**config.mk**
```make
export PLATFORM = sky130hd
export DESIGN_NAME = line_perm_table
export DESIGN_NICKNAME = d
export VERILOG_FILES = /design/src/rtl/line_perm_pkg.sv /design/src/rtl/line_perm_lfsr.sv /design/src/rtl/line_perm_map.sv /design/src/rtl/line_perm_swap.sv /design/src/rtl/line_perm_table.sv
export SDC_FILE = /design/constraint.sdc
export NUM_CORES = 1
export LEC_CHECK = 0
export ABC_AREA = 1
export BUFFER_PORTS_ARGS = -buffer_cell sky130_fd_sc_hd__buf_4
export CAP_MARGIN = 20
export CORE_MARGIN = 5
export CORE_UTILIZATION = 35
export CTS_CLUSTER_SIZE = 12
export DETAILED_ROUTE_END_ITERATION = 8
export GPL_ROUTABILITY_DRIVEN = 1
export PLACE_DENSITY = 0.51
export SYNTH_ARGS = -nofsm -noshare
export SYNTH_HDL_FRONTEND = slang
export SYNTH_SLANG_ARGS = --single-unit
```
**constraint.sdc**
```tcl
create_clock -name clk -period 1.6 [get_ports clk]
set_input_delay 0.08 -clock clk [delete_from_list [all_inputs] [get_ports clk]]
set_output_delay 0.08 -clock clk [all_outputs]
set_load 0.01 [all_outputs]
```
**src/rtl/line_perm_pkg.sv**
```systemverilog
package line_perm_pkg;

    typedef enum logic [2:0] {
        ST_IDLE,
        ST_FETCH_A,
        ST_FETCH_B,
        ST_STORE_B,
        ST_STORE_A
    } swap_state_t;

endpackage

```
**src/rtl/line_perm_lfsr.sv**
```systemverilog
module line_perm_lfsr #(
    parameter int          LFSR_W = 16,
    parameter int          OUT_W  = 3,
    parameter logic [LFSR_W-1:0] TAPS = 16'hB400,
    parameter logic [LFSR_W-1:0] SEED = 16'hACE1
) (
    input  logic             clk,
    input  logic             rst_n,
    input  logic             step,
    output logic [OUT_W-1:0] rnd_bits
);

    logic [LFSR_W-1:0] state_q;
    logic              feedback;

    assign feedback = ^(state_q & TAPS);
    assign rnd_bits = state_q[OUT_W-1:0];

    always_ff @(posedge clk) begin
        if (!rst_n) begin
            state_q <= SEED;
        end else if (step) begin
            state_q <= {state_q[LFSR_W-2:0], feedback};
        end
    end


    lfsr_hold_chk: assert property (@(posedge clk) disable iff (!rst_n)
        !step |=> $stable(state_q));


    lfsr_nonzero_chk: assert property (@(posedge clk) disable iff (!rst_n)
        state_q != '0);

endmodule

```
**src/rtl/line_perm_map.sv**
```systemverilog
module line_perm_map #(
    parameter int LINES = 8,
    parameter int IDX_W = 3
) (
    input  logic             clk,
    input  logic             rst_n,
    input  logic [IDX_W-1:0] xl_index,
    output logic [IDX_W-1:0] xl_slot,
    input  logic [IDX_W-1:0] rd_a_idx,
    output logic [IDX_W-1:0] rd_a_slot,
    input  logic [IDX_W-1:0] rd_b_idx,
    output logic [IDX_W-1:0] rd_b_slot,
    input  logic             swap_en,
    input  logic [IDX_W-1:0] swap_a,
    input  logic [IDX_W-1:0] swap_b
);

    logic [IDX_W-1:0]       map_q [LINES];
    logic [LINES*IDX_W-1:0] map_flat;
    logic [LINES-1:0]       occupied;

    for (genvar g = 0; g < LINES; g++) begin : g_entry
        always_ff @(posedge clk) begin
            if (!rst_n) begin
                map_q[g] <= IDX_W'(g);
            end else if (swap_en && swap_a == IDX_W'(g)) begin
                map_q[g] <= map_q[swap_b];
            end else if (swap_en && swap_b == IDX_W'(g)) begin
                map_q[g] <= map_q[swap_a];
            end
        end
        assign map_flat[g*IDX_W +: IDX_W] = map_q[g];
    end

    assign xl_slot   = map_q[xl_index];
    assign rd_a_slot = map_q[rd_a_idx];
    assign rd_b_slot = map_q[rd_b_idx];

    always_comb begin
        occupied = '0;
        for (int i = 0; i < LINES; i++) begin
            occupied[map_q[i]] = 1'b1;
        end
    end


    bijection_chk: assert property (@(posedge clk) disable iff (!rst_n)
        occupied == {LINES{1'b1}});


    map_stable_chk: assert property (@(posedge clk) disable iff (!rst_n)
        !swap_en |=> $stable(map_flat));

endmodule

```
**src/rtl/line_perm_swap.sv**
```systemverilog
module line_perm_swap
    import line_perm_pkg::*;
#(
    parameter int IDX_W  = 3,
    parameter int DATA_W = 32
) (
    input  logic              clk,
    input  logic              rst_n,
    input  logic              miss_valid,
    input  logic [IDX_W-1:0]  miss_index,
    input  logic [IDX_W-1:0]  rnd_bits,
    input  logic [IDX_W-1:0]  slot_a,
    input  logic [IDX_W-1:0]  slot_b,
    input  logic [DATA_W-1:0] store_rdata,
    output logic [IDX_W-1:0]  idx_a,
    output logic [IDX_W-1:0]  idx_b,
    output logic              accept,
    output logic              commit,
    output logic              idle,
    output logic              store_re,
    output logic              store_we,
    output logic [IDX_W-1:0]  store_addr,
    output logic [DATA_W-1:0] store_wdata
);

    swap_state_t       state_q, state_d;
    logic [IDX_W-1:0]  idx_a_q, idx_b_q;
    logic [DATA_W-1:0] hold_a_q, hold_b_q;

    assign idx_a = idx_a_q;
    assign idx_b = idx_b_q;

    always_ff @(posedge clk) begin
        if (!rst_n) begin
            state_q <= ST_IDLE;
        end else begin
            state_q <= state_d;
        end
    end

    always_comb begin
        state_d = state_q;
        unique case (state_q)
            ST_IDLE:    if (miss_valid) state_d = ST_FETCH_A;
            ST_FETCH_A: state_d = ST_FETCH_B;
            ST_FETCH_B: state_d = ST_STORE_B;
            ST_STORE_B: state_d = ST_STORE_A;
            ST_STORE_A: state_d = ST_IDLE;
            default:    state_d = ST_IDLE;
        endcase
    end

    always_ff @(posedge clk) begin
        if (!rst_n) begin
            idx_a_q  <= '0;
            idx_b_q  <= '0;
            hold_a_q <= '0;
            hold_b_q <= '0;
        end else begin
            if (accept) begin
                idx_a_q <= miss_index;
                idx_b_q <= rnd_bits;
            end
            if (state_q == ST_FETCH_B) hold_a_q <= store_rdata;
            if (state_q == ST_STORE_B) hold_b_q <= store_rdata;
        end
    end

    always_comb begin
        idle        = 1'b0;
        accept      = 1'b0;
        commit      = 1'b0;
        store_re    = 1'b0;
        store_we    = 1'b0;
        store_addr  = '0;
        store_wdata = '0;
        unique case (state_q)
            ST_IDLE: begin
                idle   = 1'b1;
                accept = miss_valid;
            end
            ST_FETCH_A: begin
                store_re   = 1'b1;
                store_addr = slot_a;
            end
            ST_FETCH_B: begin
                store_re   = 1'b1;
                store_addr = slot_b;
            end
            ST_STORE_B: begin
                store_we    = 1'b1;
                store_addr  = slot_b;
                store_wdata = hold_a_q;
            end
            ST_STORE_A: begin
                store_we    = 1'b1;
                store_addr  = slot_a;
                store_wdata = hold_b_q;
                commit      = 1'b1;
            end
            default: ;
        endcase
    end


    order_fa_chk: assert property (@(posedge clk) disable iff (!rst_n)
        state_q == ST_FETCH_A |=> state_q == ST_FETCH_B);


    order_fb_chk: assert property (@(posedge clk) disable iff (!rst_n)
        state_q == ST_FETCH_B |=> state_q == ST_STORE_B);


    order_sb_chk: assert property (@(posedge clk) disable iff (!rst_n)
        state_q == ST_STORE_B |=> state_q == ST_STORE_A);


    order_sa_chk: assert property (@(posedge clk) disable iff (!rst_n)
        state_q == ST_STORE_A |=> state_q == ST_IDLE);


    busy_hold_chk: assert property (@(posedge clk) disable iff (!rst_n)
        state_q != ST_IDLE |=> ($stable(idx_a_q) && $stable(idx_b_q)));

endmodule

```
**src/rtl/line_perm_table.sv**
```systemverilog
module line_perm_table #(
    parameter int LINES     = 8,
    parameter int DATA_W    = 32,
    parameter int LFSR_W    = 16,
    parameter logic [LFSR_W-1:0] LFSR_TAPS = 16'hB400,
    parameter logic [LFSR_W-1:0] LFSR_SEED = 16'hACE1,
    localparam int IDX_W    = $clog2(LINES)
) (
    input  logic              clk,
    input  logic              rst_n,
    input  logic [IDX_W-1:0]  xl_index,
    output logic [IDX_W-1:0]  xl_slot,
    output logic              xl_ready,
    input  logic              miss_valid,
    input  logic [IDX_W-1:0]  miss_index,
    output logic              miss_ready,
    output logic              store_re,
    output logic              store_we,
    output logic [IDX_W-1:0]  store_addr,
    output logic [DATA_W-1:0] store_wdata,
    input  logic [DATA_W-1:0] store_rdata
);

    logic [IDX_W-1:0] rnd_bits;
    logic [IDX_W-1:0] idx_a, idx_b, slot_a, slot_b;
    logic             accept, commit, idle;

    line_perm_lfsr #(
        .LFSR_W (LFSR_W),
        .OUT_W  (IDX_W),
        .TAPS   (LFSR_TAPS),
        .SEED   (LFSR_SEED)
    ) u_lfsr (
        .clk      (clk),
        .rst_n    (rst_n),
        .step     (accept),
        .rnd_bits (rnd_bits)
    );

    line_perm_map #(
        .LINES (LINES),
        .IDX_W (IDX_W)
    ) u_map (
        .clk       (clk),
        .rst_n     (rst_n),
        .xl_index  (xl_index),
        .xl_slot   (xl_slot),
        .rd_a_idx  (idx_a),
        .rd_a_slot (slot_a),
        .rd_b_idx  (idx_b),
        .rd_b_slot (slot_b),
        .swap_en   (commit),
        .swap_a    (idx_a),
        .swap_b    (idx_b)
    );

    line_perm_swap #(
        .IDX_W  (IDX_W),
        .DATA_W (DATA_W)
    ) u_swap (
        .clk         (clk),
        .rst_n       (rst_n),
        .miss_valid  (miss_valid),
        .miss_index  (miss_index),
        .rnd_bits    (rnd_bits),
        .slot_a      (slot_a),
        .slot_b      (slot_b),
        .store_rdata (store_rdata),
        .idx_a       (idx_a),
        .idx_b       (idx_b),
        .accept      (accept),
        .commit      (commit),
        .idle        (idle),
        .store_re    (store_re),
        .store_we    (store_we),
        .store_addr  (store_addr),
        .store_wdata (store_wdata)
    );

    assign xl_ready   = idle;
    assign miss_ready = idle;


    stall_after_accept_chk: assert property (@(posedge clk) disable iff (!rst_n)
        (miss_valid && miss_ready) |=> (!xl_ready && !miss_ready));


    store_excl_chk: assert property (@(posedge clk) disable iff (!rst_n)
        !(store_re && store_we) && !((store_re || store_we) && xl_ready));

endmodule

```
======== Yosys cells after proc, flatten, opt, wreduce, memory -nomap -nowiden ========
Memories as Yosys holds them, arrays and structs flattened. A register that Yosys moved wholly into a read port is not among the register bits.
Index checks and enable logic that the tools add are counted.
word-level totals
  bits of input ports ..................... 41
  register bits ........................... 89
  memories kept ........................... 1
  logic and storage cells ................. 152
  bits in writable memories ............... 24
  output and inout port bits .............. 42
cells by class
  bitwise gates (word level) .............. 16
  reduce and logical (&&, ||, !) cells .... 24
  eq/ne operators ......................... 19
  muxes and demuxes ....................... 86
memory list
  memory       words  width  read ports  clocked after Yosys merged registers in  write ports  RTL line             source
  u_map.map_q  8      3      3           2                                        8            line_perm_map.sv:18  logic [IDX_W-1:0] map_q [LINES];
operator list
  cell                                                                   number
  32-bit case mux with 2 select lines                                    1
  3-bit 2-to-1 mux                                                       21
  1-bit 2-to-1 mux                                                       62
  3-bit equality test, second input constant                             9
  3-bit by 2-bit equality test with 1-bit output, second input constant  6
  1-bit logical AND                                                      16
  1-bit OR                                                               16
  16-bit XOR reduction                                                   1
  3-bit case mux with 4 select lines                                     1
  3-bit by 1-bit equality test with 1-bit output, second input constant  3
  3-bit zero test                                                        3
  2-bit OR reduction                                                     4
  3-bit case mux with 2 select lines                                     1
  2-bit inequality test, second input constant                           1

======== Depth between registers and ports, before layout ========
  depth in word-level cells ............... 8
  mapped depth ............................ 9
  depth with buffers taken out ............ 9

======== Modules after synthesis ========
Synthesis repeated with hierarchy kept, for this count alone.
unflattened totals
  cell total of the unflattened synthesis .. 979
  area, all modules ....................... 6301.0 um^2
by module, submodules not included
  module           sequential area each (um^2)  instances  cells an instance  area an instance (um^2)
  line_perm_swap   1461.4                       1          463                3106.7
  line_perm_map    720.7                        1          430                2537.4
  line_perm_lfsr   320.3                        1          85                 649.4
  line_perm_table  0.0                          1          1                  7.5

======== Least setup slack after synthesis ========
Ideal clock, no wire load.
  path kind ............................... flip-flop to flip-flop
  from .................................... reg u_swap.state_q[0]
  to ...................................... mem u_map.map_q[5][0] (enable)
  stages on the path, launching flop included .. 7
  setup time .............................. 334 ps
  clock period less this slack ............ 1358 ps
  required time ........................... 1266 ps
  setup slack ............................. 242 ps
  path buffers ............................ 1
  data arrival time ....................... 1024 ps
  path through ............................ dfxtp_1 > nor2_2 > nand2_2 > buf_6 > nor2_1 > inv_1 > o211ai_1
RTL lines
  element                 RTL line              source
  start, declared         line_perm_swap.sv:26  swap_state_t state_q, state_d;
  start signal, assigned  line_perm_swap.sv:37  state_q <= state_d;
  end, declared           line_perm_map.sv:18

======== Worst setup path in the final report ========
  from .................................... reg u_swap.state_q[2]
  to ...................................... out store_wdata[3]
on the way
  longest elaborated chain between the ends .. 2
  elaborated cells between the ends (all ways) .. 3
  those cells by class .................... 2 x eq/ne; 1 x mux
RTL lines
  element                                                                                RTL line               source
  3-bit equality test or 3-bit by 2-bit equality test with 1-bit output (tied branches)  line_perm_swap.sv:77   unique case (state_q)
  32-bit case mux with 2 select lines *                                                  line_perm_swap.sv:77
  end, declared                                                                          line_perm_table.sv:20  output logic [DATA_W-1:0] store_wdata,
Every way passes the cells marked *; elsewhere a longest branch is shown, timed or not.

==> impl_metrics.ini <==
[run_status]
outcome = finished, violations left
failed_checks = setup timing

[clock_tree]
h-tree-depth = 4
insertion_delay_ps = 420
cts_tree = yes
cts-root-buf = clkbuf_16
clkSinkCount = 116
worst_setup_hold_path_clk_slew_ps = 60
cts_buffer_depth = 2
cts_buffers = 17

[place]
port_buffers = 82
place_area_sq_um = 6570
place_congestion = 0.913
place_hpwl_mm = 11.8

[sta]
fin_crit_ps = 1710
worst_slack_ps = -107
hold_viol = 0
setup_viol = 44
max_freq_mhz = 586
finalSetupTns_ps = -2920
skew_ps = 7.89
rsz0062_at_grt = true
maxSlewViolCount = 0
max_slew_margin = 0.570
final.period_utilization = 1.07
tightestPinTransition_ps = 645
hold_ws_ps = 15.6

[run]
cap_violations = 0

[finish]
syn_to_final_growth_pct = 48.1
multi_input_area_sq_um = 2860
final_util = 0.528
num-fill-cells = 1529
finalNetCount = 983
final-seq-area_sq_um = 2580
final_cell_area_sq_um = 8360
drive_gt1_frac = 0.280
diodes = 0

[routing]
via_per_inst = 4.91
drt_iter0_markers = 334
met2_length_mm = 9.02
ant_nets = 0
wirelength_met1_mm = 7.51
dr.max_layer_used = met4
wl_mm = 18.1
routedWlPerCell_um = 15.5
dr.pass1.iters = 4
route.detailed.drc = 0
num_vias = 5745
wl_met3_mm = 1.13

[global_route]
grt_pass1_vias = 5427
grt_max_degree = 63
antenna_found_initial = 0
grt_overflow = 0
grt_pass1_wl_mm = 27.8
grt_usage = 0.191

[floorplanning]
initial_core_util = 0.357
core_area_sq_um = 15800
pin_count = 83
die_w_um = 137
die_area_sq_um = 18800
num_rows = 46
die_h_um = 137

[yosys]
yosysSeqAreaShare = 0.454
post-synth-top-count-cell = nand2_1
synth-edff-count = 24
muxShareOfSynthArea = 0
synth_area_leader_cell = dfxtp_1
syn-instance-count = 784
synth_xor_area_frac = 0.00465
synth_common_cells = nand2_1 (169), nor2_1 (145), dfxtp_1 (92)
synthesis.nets = 825
avgSynthCellArea_sq_um = 7.20
synth-main-ff-cell = dfxtp_1
async_flop_share = 0
ys_warn_count = 0
synth-adder-area-share = 0
ys_types = 26
synth_top_area_share = 0.326
synth_top_family_by_area = simple AND/OR/NAND/NOR gates
synth-simple-area-share = 0.280
ys_top_cells_by_area = dfxtp_1 (33%), edfxtp_1 (13%), nand2_1 (11%)
synth_compound_area_frac = 0.174
syn_area_sq_um = 5650
ys_ff_latch = 116

[worst_setup_path]
worstSetupEndpointType = primary output
cp-start-kind = flip-flop
crit_fanout = 7
slowest_stage = dfxtp_2
crit_type = flip-flop to primary output
arrival_ps = 1630
worstPathCellList = inv_2 > nand3_4 > buf_6 > inv_8 > clkbuf_16 > a22o_1 > buf_4
cpLargestDelayFamily = buffers and inverters
path_buf_inv = 5
slowest_delay_ps = 340
cp.required_ps = 1520

[power_and_ir_drop]
p_leak_nw = 3.57
power.density_nw_per_um2 = 1010
power_w = 0.00845
ir_drop_v = 0.000628

[min_path]
holdCritPathClass = input pin to flip-flop
path summary, 6_finish.rpt:
check | from | end | slack (ps) | cells past startpoint
setup / recovery | u_swap.state_q[2] | store_wdata[3] | -110 | 7
hold / removal | miss_index[1] | u_swap.idx_a[1] | 20 | 3
hold reg to reg | u_lfsr.state_q[4] | u_lfsr.state_q[4] | 460 | 2
setup reg to reg | u_swap.state_q[0] | u_map.map_q[4][0] | -90 | 9
placed cells by master (no fill, tap or decap), types with 9 or more instances in the layout:
| cell | n |
|---|---|
| inv_2 | 20 |
| clkbuf_16 | 20 |
| o211ai_1 | 9 |
| o21ai_0 | 77 |
| buf_4 | 111 |
| dfxtp_1 | 85 |
| inv_1 | 46 |
| a22o_1 | 31 |
| a21oi_1 | 26 |
| dlygate4sd3_1 | 33 |
| nand3_2 | 15 |
| o21ai_1 | 10 |
| nand3_1 | 35 |
| nor2_1 | 141 |
| buf_6 | 19 |
| nand2_1 | 161 |
| edfxtp_1 | 24 |
kinds of logic after synthesis:
group	count (synthesis)
AO/OA/AOI/OAI	164
XOR/XNOR	3
buffers and inverters	114
flip-flops	116
AND/OR/NAND/NOR	387
flip-flops by register name, indices dropped and copies added (netlist names), named ones only:
register,count
u_map.map_q,24
u_swap.idx_a,3
u_swap.hold_a_q,32
u_swap.hold_b_q,32
u_lfsr.state_q,16
u_swap.state_q,3
routing by layer:
| layer | vias up | track usage |
|---|---|---|
| li1 | 2888 | - |
| met1 | 2670 | 0.222 |
| met2 | 150 | 0.323 |
| met3 | 37 | 0.0544 |
| met4 | 0 | 0.0920 |
| met5 | - | 0 |
worst min-delay path, delay by kind of cell:
family / cells / cell delay (ps)
buffers and inverters: 1 / 70
AOI/OAI and AO/OA: 2 / 230
repair_timing:
| item | in CTS | in global routing |
|---|---|---|
| endpoints found under the setup margin | 49 | 67 |
| endpoints found under the hold margin | 65 | 0 |
| hold buffers | 33 | 0 |
| cloned | 4 | 3 |
| pin swaps | 14 | 33 |
| buffers inserted | 20 | 15 |
| gates resized for setup | 67 | 71 |
area by class of cell:
cell class,count,area share
flip-flops and latches,116,0.309
clock buffers,17,0.0509
inverters,70,0.0344
multi-input cells,554,0.342
clock inverters,15,0.0190
well taps,216,0.0323
repair buffers,183,0.213
metrics by stage:
step	setup slack [ps]	std cells
2_1_floorplan	242	784
3_3_place_gp	-101	1065
3_5_place_dp	-139	1065
4_1_cts	-85.8	1154
5_1_grt	-162	1171
6_report	-107	1171
report_power, final:
group	leakage, nW	internal [W]	switching (W)
Combinational	2.33	0.000632	0.000801
Clock	0.276	0.00229	0.00142
Sequential	0.961	0.00317	0.000133
Total	3.57	0.00609	0.00236
Note: power is estimated with default switching activity, not from simulation.
